### config.mk
export PLATFORM = sky130hd
export DESIGN_NAME = ttl_unit
export DESIGN_NICKNAME = d
export VERILOG_FILES = /design/src/rtl/ttl_pkg.sv /design/src/rtl/ttl_code_check.sv /design/src/rtl/ttl_trit_cell.sv /design/src/rtl/ttl_unit.sv
export SDC_FILE = /design/constraint.sdc
export NUM_CORES = 1
export LEC_CHECK = 0
export BUFFER_PORTS_ARGS = -buffer_cell sky130_fd_sc_hd__buf_4
export CORE_MARGIN = 2
export CORE_UTILIZATION = 31
export CTS_CLUSTER_DIAMETER = 60
export DETAILED_ROUTE_END_ITERATION = 8
export PLACE_DENSITY = 0.54
export SLEW_MARGIN = 40
export SYNTH_ARGS = -nofsm -noshare
export SYNTH_HDL_FRONTEND = slang
export SYNTH_SLANG_ARGS = --single-unit
### constraint.sdc
create_clock -name clk -period 4.3 [get_ports clk]
set_clock_uncertainty 0.15 [all_clocks]
set_input_delay 0.215 -clock clk [delete_from_list [all_inputs] [get_ports clk]]
set_output_delay 0.215 -clock clk [all_outputs]
set_load 0.05 [all_outputs]
### src/rtl/ttl_pkg.sv
package ttl_pkg;
    localparam int OP_W = 4;

    typedef enum logic [OP_W-1:0] {
        OP_IS_NEG  = 4'd0,
        OP_IS_ZERO = 4'd1,
        OP_IS_POS  = 4'd2,
        OP_INC     = 4'd3,
        OP_DEC     = 4'd4,
        OP_EQ      = 4'd5,
        OP_SUM     = 4'd6,
        OP_CONS    = 4'd7,
        OP_ANY     = 4'd8,
        OP_NMIN    = 4'd9,
        OP_NMAX    = 4'd10
    } op_e;

    localparam logic [OP_W-1:0] OP_LAST = 4'd10;

    localparam logic [1:0] T_ZERO = 2'b00;
    localparam logic [1:0] T_POS  = 2'b01;
    localparam logic [1:0] T_NEG  = 2'b10;

    // Trit to signed value; the illegal code is read as zero.
    function automatic logic signed [2:0] trit_val(input logic [1:0] t);
        case (t)
            T_POS:   trit_val = 3'sd1;
            T_NEG:   trit_val = -3'sd1;
            default: trit_val = 3'sd0;
        endcase
    endfunction

    // Signed value in -1..1 to trit code.
    function automatic logic [1:0] val_trit(input logic signed [2:0] v);
        if (v > 0)      val_trit = T_POS;
        else if (v < 0) val_trit = T_NEG;
        else            val_trit = T_ZERO;
    endfunction
endpackage

### src/rtl/ttl_code_check.sv
module ttl_code_check
    import ttl_pkg::*;
#(
    parameter int N_TRITS = 4
) (
    input  logic [OP_W-1:0]      op_i,
    input  logic [2*N_TRITS-1:0] a_i,
    input  logic [2*N_TRITS-1:0] b_i,
    output logic                 bad_trit_o,
    output logic                 bad_op_o
);
    always_comb begin
        bad_trit_o = 1'b0;
        for (int k = 0; k < N_TRITS; k++) begin
            if (a_i[2*k +: 2] == 2'b11 || b_i[2*k +: 2] == 2'b11)
                bad_trit_o = 1'b1;
        end
        bad_op_o = (op_i > OP_LAST);
    end
endmodule

### src/rtl/ttl_trit_cell.sv
module ttl_trit_cell
    import ttl_pkg::*;
(
    input  logic [OP_W-1:0] op_i,
    input  logic [1:0]      a_i,
    input  logic [1:0]      b_i,
    output logic [1:0]      y_o
);
    logic signed [2:0] av, bv, s, lo, hi, r;

    always_comb begin
        av = trit_val(a_i);
        bv = trit_val(b_i);
        s  = av + bv;
        lo = (av < bv) ? av : bv;
        hi = (av < bv) ? bv : av;
        r  = 3'sd0;
        case (op_i)
            OP_IS_NEG:  r = (av == -3'sd1) ? 3'sd1 : -3'sd1;
            OP_IS_ZERO: r = (av ==  3'sd0) ? 3'sd1 : -3'sd1;
            OP_IS_POS:  r = (av ==  3'sd1) ? 3'sd1 : -3'sd1;
            OP_INC:     r = (av ==  3'sd1) ? -3'sd1 : av + 3'sd1;
            OP_DEC:     r = (av == -3'sd1) ?  3'sd1 : av - 3'sd1;
            OP_EQ:      r = (av == bv) ? 3'sd1 : -3'sd1;
            OP_SUM: begin
                if (s > 3'sd1)       r = -3'sd1;
                else if (s < -3'sd1) r = 3'sd1;
                else                 r = s;
            end
            OP_CONS:    r = (av == bv) ? av : 3'sd0;
            OP_ANY:     r = s;
            OP_NMIN:    r = -lo;
            OP_NMAX:    r = -hi;
            default:    r = 3'sd0;
        endcase
        y_o = val_trit(r);
    end
endmodule

### src/rtl/ttl_unit.sv
module ttl_unit
    import ttl_pkg::*;
#(
    parameter int N_TRITS = 4
) (
    input  logic                 clk,
    input  logic                 rst_n,
    input  logic [3:0]           op_i,
    input  logic [2*N_TRITS-1:0] a_i,
    input  logic [2*N_TRITS-1:0] b_i,
    output logic [2*N_TRITS-1:0] res_o,
    output logic                 err_o
);
    localparam int W = 2 * N_TRITS;

    function automatic logic [W-1:0] plus_mask();
        logic [W-1:0] m;
        m = '0;
        for (int k = 0; k < N_TRITS; k++) m[2*k] = 1'b1;
        return m;
    endfunction

    localparam logic [W-1:0] LO_MASK = plus_mask();

    typedef struct packed {
        logic [W-1:0] res;
        logic         err;
    } out_t;

    out_t         out_d, out_q;
    logic [W-1:0] cell_y;
    logic         bad_trit, bad_op;

    for (genvar k = 0; k < N_TRITS; k++) begin : g_cell
        ttl_trit_cell u_cell (
            .op_i (op_i),
            .a_i  (a_i[2*k +: 2]),
            .b_i  (b_i[2*k +: 2]),
            .y_o  (cell_y[2*k +: 2])
        );
    end

    ttl_code_check #(.N_TRITS(N_TRITS)) u_check (
        .op_i       (op_i),
        .a_i        (a_i),
        .b_i        (b_i),
        .bad_trit_o (bad_trit),
        .bad_op_o   (bad_op)
    );

    always_comb begin
        out_d     = out_q;
        out_d.res = bad_op ? '0 : cell_y;
        out_d.err = bad_trit | bad_op;
    end

    always_ff @(posedge clk) begin
        if (!rst_n) out_q <= '0;
        else        out_q <= out_d;
    end

    assign res_o = out_q.res;
    assign err_o = out_q.err;

    logic is_test;
    assign is_test = (op_i == OP_IS_NEG) || (op_i == OP_IS_ZERO) ||
                     (op_i == OP_IS_POS) || (op_i == OP_EQ);

    AST_ERR_ON_BAD_TRIT: assert property (@(posedge clk) disable iff (!rst_n)
        bad_trit |=> err_o) else $error("illegal trit not flagged");

    AST_NO_ILLEGAL_RESULT: assert property (@(posedge clk) disable iff (!rst_n)
        ((res_o & (res_o >> 1) & LO_MASK) == '0)) else $error("illegal trit on result");

    AST_BADOP_CLEARS: assert property (@(posedge clk) disable iff (!rst_n)
        bad_op |=> (res_o == '0 && err_o)) else $error("illegal op not cleared");

    AST_TEST_NONZERO: assert property (@(posedge clk) disable iff (!rst_n)
        is_test |=> (((res_o | (res_o >> 1)) & LO_MASK) == LO_MASK)) else $error("test op gave zero trit");
endmodule

# [After elaboration in Yosys (flattened, before gate mapping)]
# Index checks and enable logic that the tools add are counted.
[totals] reg_bits=9 in_bits=22 out_inout_bits=9
[op_classes] n_eq_ne=46 n_lt_le_gt_ge=21 mux=68 n_reduce_logical=14 bitwise_logic=2 n_addsub=20
[op_table] cell="$mux 3" count=44
[op_table] cell="$pmux 3 s11" count=4
[op_table] cell="$pmux 3 s2" count=8
[op_table] cell="$eq 2x2->1 const B" count=16
[op_table] cell="$lt 3x1->1 const B" count=8
[op_table] cell="$neg 3->3" count=8
[op_table] cell="$eq 2x1->1 const B" count=8
[op_table] cell="$eq 4x3->1 const B" count=4
[op_table] cell="$add 3x2->3 const B" count=4
[op_table] cell="$add 3x3->3" count=4
[op_table] cell="$eq 3x1->1 const B" count=4
[op_table] cell="$eq 3x2->1 const B" count=4
[op_table] cell="$eq 3x3->1" count=4
[op_table] cell="$eq 4x4->1 const B" count=3
[op_table] cell="$gt 3x1->1 const B" count=4
[op_table] cell="$gt 3x2->1 const B" count=4
[op_table] cell="$logic_not 3->1" count=4
[op_table] cell="$lt 3x3->1" count=4
[op_table] cell="$reduce_or 3->1" count=4
[op_table] cell="$sub 3x2->3 const B" count=4
[op_table] cell="$eq 4x2->1 const B" count=2
[op_table] cell="$mux 1" count=8
[op_table] cell="$mux 2" count=4
[op_table] cell="$eq 4x1->1 const B" count=1
[op_table] cell="other kinds (6)" count=9

# [Logic depth before layout (Yosys ltp)]
# Gate-level depths: netlist of the first run.
[depth] ltp_word=10 ltp_mapped=16 depth_no_buf=16

# [Cells and area by module]
# From an unflattened synthesis of the first run, not the netlist that was laid out.
[hier_totals] cells_unflattened=370 area_unflattened_um2=2783.9
[by_module_without_submodules] mod="ttl_trit_cell (g_cell[1].u_cell ...)" cells_per_inst=87 seq_area_each_um2=0.0 n_inst=3 area_per_inst_um2=614.3
[by_module_without_submodules] mod="ttl_trit_cell (g_cell[0].u_cell)" cells_per_inst=84 seq_area_each_um2=0.0 n_inst=1 area_per_inst_um2=635.6
[by_module_without_submodules] mod="ttl_unit" cells_per_inst=18 seq_area_each_um2=180.2 n_inst=1 area_per_inst_um2=257.7
[by_module_without_submodules] mod="ttl_code_check" cells_per_inst=7 seq_area_each_um2=0.0 n_inst=1 area_per_inst_um2=47.5

# [Least setup slack after synthesis of the first run]
# No wires, ideal clock.
[synth_path] path_kind="in2reg" startpoint="input port a_i[6]" endpoint="register out_q, in the netlist res_o[6]" setup_slack_ns=1.468 setup_ns=0.122 path_buffers=0 arrival_ns=2.561 path_stages=12 cell_sequence="inv_1 > ha_1 > inv_1 > ha_1 > inv_1 > fa_1 > nor3_1 > ha_1 > o31a_1 > a21oi_1 > o211ai_1 > o311a_1"
[synth_between] elab_chain_len=9 word_cells_on_any_way=29
[synth_rtl] item="start: declaration" line_no="ttl_unit.sv:9" source="input logic [2*N_TRITS-1:0] a_i,"
[synth_rtl] item="$eq 2x2->1 or $eq 2x1->1 (tied branches)" line_no="ttl_pkg.sv:26" source="case (t)"
[synth_rtl] item="$pmux 3 s2 (*)" line_no="ttl_pkg.sv:26"
[synth_rtl] item="$add 3x3->3" line_no="ttl_trit_cell.sv:14" source="s = av + bv;"
[synth_rtl] item="$lt 3x1->1" line_no="ttl_trit_cell.sv:27" source="else if (s < -3'sd1) r = 3'sd1;"
[synth_rtl] item="$mux 3" line_no="ttl_trit_cell.sv:27"
[synth_rtl] item="$mux 3" line_no="ttl_trit_cell.sv:26" source="if (s > 3'sd1) r = -3'sd1;"
[synth_rtl] item="$pmux 3 s11 (*)" line_no="ttl_trit_cell.sv:18" source="case (op_i)"
[synth_rtl] item="$gt 3x1->1 (*)" line_no="ttl_pkg.sv:35" source="if (v > 0) val_trit = T_POS;"
[synth_rtl] item="$mux 1 (*)" line_no="ttl_pkg.sv:35"
[synth_rtl] item="end signal: assignment" line_no="ttl_unit.sv:59" source="else out_q <= out_d;"
[synth_rtl] item="end: declaration" line_no="ttl_unit.sv:30" source="out_t out_d, out_q;"
# Mark *: on every way between the ends. The rest lies on a longest branch, timed or not.
# A chain may end at the register's enable or synchronous reset.

# [Final worst setup path of the first run]
# Ends and elaborated chain as after synthesis.

==> impl_metrics.yaml, run 1 <==
status:
  status: "finished, final reports clean"
synth:
  yosys.area.top_type: "ha_1"
  synth_cells: 308
  syn-cell-area_mm2: 0.002328
  avgSynthCellArea_um2: 7.560
  synth_seq_cells: 9
  synth_top_area_share_pct: 32.24
  synth_edf_count: 0
  syn-num-nets: 392
  ys_warn_count: 0
  ys_seq_area_share_pct: 7.738
  synth_cell_type_count: 52
  async_flop_share_pct: 0
  netlist_top_cells_area: "ha_1, dfxtp_1, inv_1"
  ys.flop_type: "dfxtp_1"
flow_run:
  maxCapViolCount: 0
final_layout:
  fin_util_pct: 36.69
  drive_above_1_share_pct: 11.52
  design_area_mm2: 0.002661
  fin_nets: 415
  syn_to_final_growth_pct: 14.29
  n_fill_cell: 807
  register_area_um2: 180.2
  multi_input_comb_area_mm2: 0.001911
  antenna_cells: 0
sta:
  finalSetupViolations: 0
  post-route-period-util_pct: 67.82
  finalHoldViolations: 0
  slew_viol_final: 0
  fin_tns_setup_ns: 0
  max_freq_ghz: 0.3429
  worstMarginPinSlew_ns: 0.7643
  post-route-min-period_ns: 2.916
  holdWs_ns: 0.07612
  max_slew_margin_pct: 48.35
  grt_setup_unrepaired: "false"
global_route:
  grt_use_met3_pct: 1.753
  grt_antenna_before_repair: 0
  grt_max_degree: 29
  grt_use_met1_pct: 21.85
  grt_use_total_pct: 15.51
  grt_use_met2_pct: 25.50
  grt_pass1_wl_um: 10420
  gr-total-overflow: 0
  grt_pass1_vias: 2071
  busiest_layer: "met2"
cts:
  cts_setup_buffers: 0
  cts_buffers: 3
  htreeDepth: 1
  tritoncts: "done"
  clockBufferDepth: 2
  path_clk_slew_ns: 0.05
  hold_buffers: 0
  root_buffer: "clkbuf_8"
  cts.sinks: 9
  cts-resized-gates: 0
floorplan:
  rows: 31
  num_io_pins: 31
  die_x_um: 90.67
  die_y_um: 90.67
  dieArea_mm2: 0.008220
  core_mm2: 0.007253
  start_util_pct: 32.10
power:
  ir_drop_mv: 0.07015
  power.leakage_uw: 0.001346
  finalPower_uw: 506.1
  powerDensity_mw_per_mm2: 190.2
worst_setup_path:
  worstSetupPathType: "input port to register"
  worst_ep_required_time_ns: 4.28
  path_max_fanout: 6
  start_kind: "input port"
  cp-end-kind: "register"
  cp.arrival_ns: 2.90
detailed_routing:
  drc: 0
  drtPass1Iterations: 4
  finalWirelength_um: 6342
  antenna_left: 0
  drt_iter0_markers: 159
  via_per_inst: 5.135
  routed-via-count: 2203
  routedWlPerCell_um: 14.78
placement:
  hpwl_um: 5111
  routabilityCongestion: 0.8954
  placed_area_mm2: 0.002616
  io_buffers: 30
hold_path:
  hp-class: "input port to register"
## final cells by class
type                       count  share of cell area, %
multi-input combinational    241                  71.79
timing repair buffer          31                  8.745
sequential                     9                  6.770
inverter                      45                  6.347
tap                           99                  4.654
clock buffer                   4                  1.693
## critical path, stage by stage
cell and delay, ns:
buf_4 0.10, inv_1 0.05, ha_1 0.41, inv_1 0.09, ha_1 0.23, inv_1 0.07, fa_1 0.44, nor3_1 0.16
ha_1 0.27, o31a_1 0.28, a21oi_1 0.13, o211ai_1 0.10, o311a_1 0.35
## cells in the mapped netlist, types with 2 or more instances
master     count
ha_1          60
inv_1         45
nand2_1       26
nor2_1        22
a21oi_1       17
o21ai_0       13
mux2i_1       11
dfxtp_1        9
nor2b_1        7
clkbuf_1       6
nand2b_1       5
nand3_1        5
nand3b_1       5
o22ai_1        5
and3_1         4
and3b_1        4
buf_2          4
nand4_1        4
nor3_1         4
a211oi_1       3
a32oi_1        3
and2_1         3
o2111ai_1      3
xnor2_1        3
a221o_1        2
a221oi_1       2
a22oi_1        2
a31oi_1        2
buf_6          2
fa_1           2
nor4_1         2
o211ai_1       2
o311a_1        2
## placed cells by master, fill, tap and decap left out, types with 3 or more instances in the layout
cell	Yosys	routed
clkbuf_8	0	3
nor2_1	22	22
nand2_1	26	26
nand2b_1	5	5
ha_1	60	60
a32oi_1	3	3
o2111ai_1	3	3
a21oi_1	17	17
nor2b_1	7	7
dfxtp_1	9	9
inv_1	45	45
a211oi_1	3	3
nand3_1	5	5
o21ai_0	13	13
and3_1	4	4
nand3b_1	5	5
nand4_1	4	4
o22ai_1	5	5
nor3_1	4	4
and3b_1	4	4
xnor2_1	3	3
buf_4	0	31
and2_1	3	3
mux2i_1	11	11
## through the flow
step | instances | setup slack (ns)
global placement | 425 | 1.163
global route | 429 | 1.177
detailed placement | 425 | 1.139
finish | 429 | 1.384
CTS | 429 | 1.387
floorplan | 308 | 1.468
## report_power, final
group          total, µW  switching (µW)  leakage (µW)  internal (µW)
registers           93.1            2.26     0.0000740           90.8
logic                310             188       0.00125            122
clock network        103            38.2     0.0000228           65.0
total                506             228       0.00135            278
## worst paths after layout
| kind | start | slack (ns) | depth (start not counted) | end |
|---|---|---|---|---|
| setup / recovery | a_i[6] | 1.38 | 13 | res_o[6] |
| hold / removal | rst_n | 0.08 | 3 | err_o |
## state kept, by name, summed over array words and instances (netlist names)
signal,flops
res_o,8
err_o,1
## cell families (layout without fill, tap and decap cells)
| group | count (synthesis) | in the layout | synth area share (%) |
|---|---|---|---|
| flip-flops | 9 | 9 | 7.738 |
| adder cells (fa/ha/maj) | 62 | 62 | 33.96 |
| AND/OR/NAND/NOR | 99 | 99 | 23.11 |
| AO/OA/AOI/OAI | 66 | 66 | 19.13 |
| XOR/XNOR | 3 | 3 | 1.129 |
| buffers and inverters | 58 | 80 | 10.21 |
| multiplexers | 11 | 11 | 4.729 |
## metal layers
layer | routed length [µm] | vias up
met5 | 0 | -
met4 | 50 | 0
met3 | 280 | 6
met2 | 2924 | 67
met1 | 3087 | 1009
li1 | - | 1121
Power figures use the tool's default switching activity.
==> run 2: changes to the inputs <==
ABC_AREA = 1   (was unset)
clock period = 3 ns   (was 4.3 ns; I/O delays follow)
==> impl_metrics.yaml, run 2 <==
global_route:
  grt_max_degree: 17
  grt_use_met1_pct: 21.61
  grt_use_met2_pct: 28.15
  busiest_layer: "met2"
  grt_pass1_vias: 2509
  gr-total-overflow: 0
  grt_antenna_before_repair: 0
  grt_use_met3_pct: 1.175
  grt_pass1_wl_um: 11540
  grt_use_total_pct: 15.81
final_layout:
  register_area_um2: 180.2
  syn_to_final_growth_pct: 14.77
  final_cell_mix: "nand2_1, inv_1, nand3_1"
  final_common_cell: "nand2_1"
  fin_nets: 568
  antenna_cells: 0
  n_fill_cell: 940
  multi_input_comb_area_mm2: 0.002079
  drive_above_1_share_pct: 9.110
  largest_register_ffs: 8
cts:
  clockBufferDepth: 2
  cts-resized-gates: 0
  tritoncts: "done"
  path_clk_slew_ns: 0.04
  cts.sinks: 9
  htreeDepth: 1
  hold_buffers: 0
  cts_buffers: 3
  root_buffer: "clkbuf_8"
  cts_setup_buffers: 0
sta:
  grt_setup_unrepaired: "false"
  slew_viol_final: 0
  post-route-period-util_pct: 86.13
  worstMarginPinSlew_ns: 0.6932
  finalSetupViolations: 0
  max_freq_ghz: 0.3870
  fin_tns_setup_ns: 0
  max_slew_margin_pct: 53.74
  post-route-min-period_ns: 2.584
  finalHoldViolations: 0
  holdWs_ns: 0.03229
worst_setup_path:
  worst_ep_required_time_ns: 2.96
  worstSetupPathType: "input port to register"
  cp.arrival_ns: 2.55
  start_kind: "input port"
  cp-end-kind: "register"
  path_max_fanout: 6
synth:
  synth_top_area_share_pct: 28.76
  synth_seq_cells: 9
  yosys.area.top_type: "ha_1"
  syn-cell-area_mm2: 0.002610
  synth_cells: 451
  ys_seq_area_share_pct: 6.903
  avgSynthCellArea_um2: 5.787
  ys.flop_type: "dfxtp_1"
  async_flop_share_pct: 0
  netlist_top_cells_area: "ha_1, nand2_1, inv_1"
  synth_edf_count: 0
  synth_cell_type_count: 29
  yosysMostFrequentCell: "nand2_1"
  syn-num-nets: 535
  ys_warn_count: 0
  synth_top_cells_by_count: "nand2_1, inv_1, nand3_1"
detailed_routing:
  finalWirelength_um: 7006
  routed-via-count: 2757
  routedWlPerCell_um: 11.91
  drc: 0
  drt_iter0_markers: 148
  antenna_left: 0
  drtPass1Iterations: 5
  via_per_inst: 4.689
hold_path:
  hp-class: "input port to register"
power:
  power.leakage_uw: 0.001747
  powerDensity_mw_per_mm2: 255.1
  ir_drop_mv: 0.1344
placement:
  routabilityCongestion: 0.8699
  io_buffers: 30
  hpwl_um: 5856
floorplan:
  rows: 33
  num_io_pins: 31
  dieArea_mm2: 0.009169
  die_x_um: 95.76
  die_y_um: 95.76
  core_mm2: 0.008175
  start_util_pct: 31.93
status:
  status: "finished, final reports clean"
flow_run:
  maxCapViolCount: 0
==> run 2: per-layer routing <==
metal	vias up	wire length (µm)
met5	-	0
met4	0	18
met3	2	344
met2	69	3288
met1	1212	3354
li1	1474	-
==> run 2: worst paths after layout <==
| check | slack, ns | depth (start not counted) | to | from |
|---|---|---|---|---|
| max | 0.42 | 17 | res_o[2] | b_i[2] |
| min | 0.03 | 3 | err_o | rst_n |
==> run 2: through the flow <==
step           cells  area (µm²)  total power [µW]  utilization (%)  worst slack [ns]
6_report         588        2995             764.2            36.64            0.4162
5_1_grt          588        2995             844.2            36.64           0.05062
4_1_cts          588        2995             767.7            36.64            0.4038
3_5_place_dp     584        2950             624.7            36.09            0.1553
3_3_place_gp     584        2950             621.6            36.09            0.1584
2_1_floorplan    451        2610             487.9                -            0.5213
==> run 2: final cells by class <==
| class | instances | area share [%] |
|---|---|---|
| clock buffers | 4 | 1.504 |
| inverters | 87 | 10.90 |
| repair buffers | 31 | 7.769 |
| flip-flops and latches | 9 | 6.015 |
| well taps | 105 | 4.386 |
| multi-input cells | 352 | 69.42 |
==> run 2: where the power goes <==
group	internal [µW]	total, µW	leakage, µW	switching [µW]
Sequential	131	135	0.0000741	3.60
Clock	92.7	142	0.0000228	48.9
Combinational	174	488	0.00165	314
==> run 2: worst max-delay path: stages <==
cell and delay (ns):
buf_4 0.11, inv_1 0.05, ha_1 0.22, inv_1 0.06, ha_1 0.34, o21ai_0 0.48
nand2_1 0.14, o21a_1 0.14, ha_1 0.26, nand3b_1 0.11, nand2_1 0.05, inv_1 0.05
nand2_1 0.05, nor2_1 0.08, nand2_1 0.06, nor2_1 0.14, nor2_1 0.06
==> run 2: cell families (layout without fill, tap and decap cells) <==
group | after synthesis | in the layout | synth area share [%]
simple gates | 267 | 267 | 43.82
compound gates | 23 | 23 | 5.561
buf+inv | 90 | 122 | 13.42
flops | 9 | 9 | 6.903
fa+ha+maj | 62 | 62 | 30.30
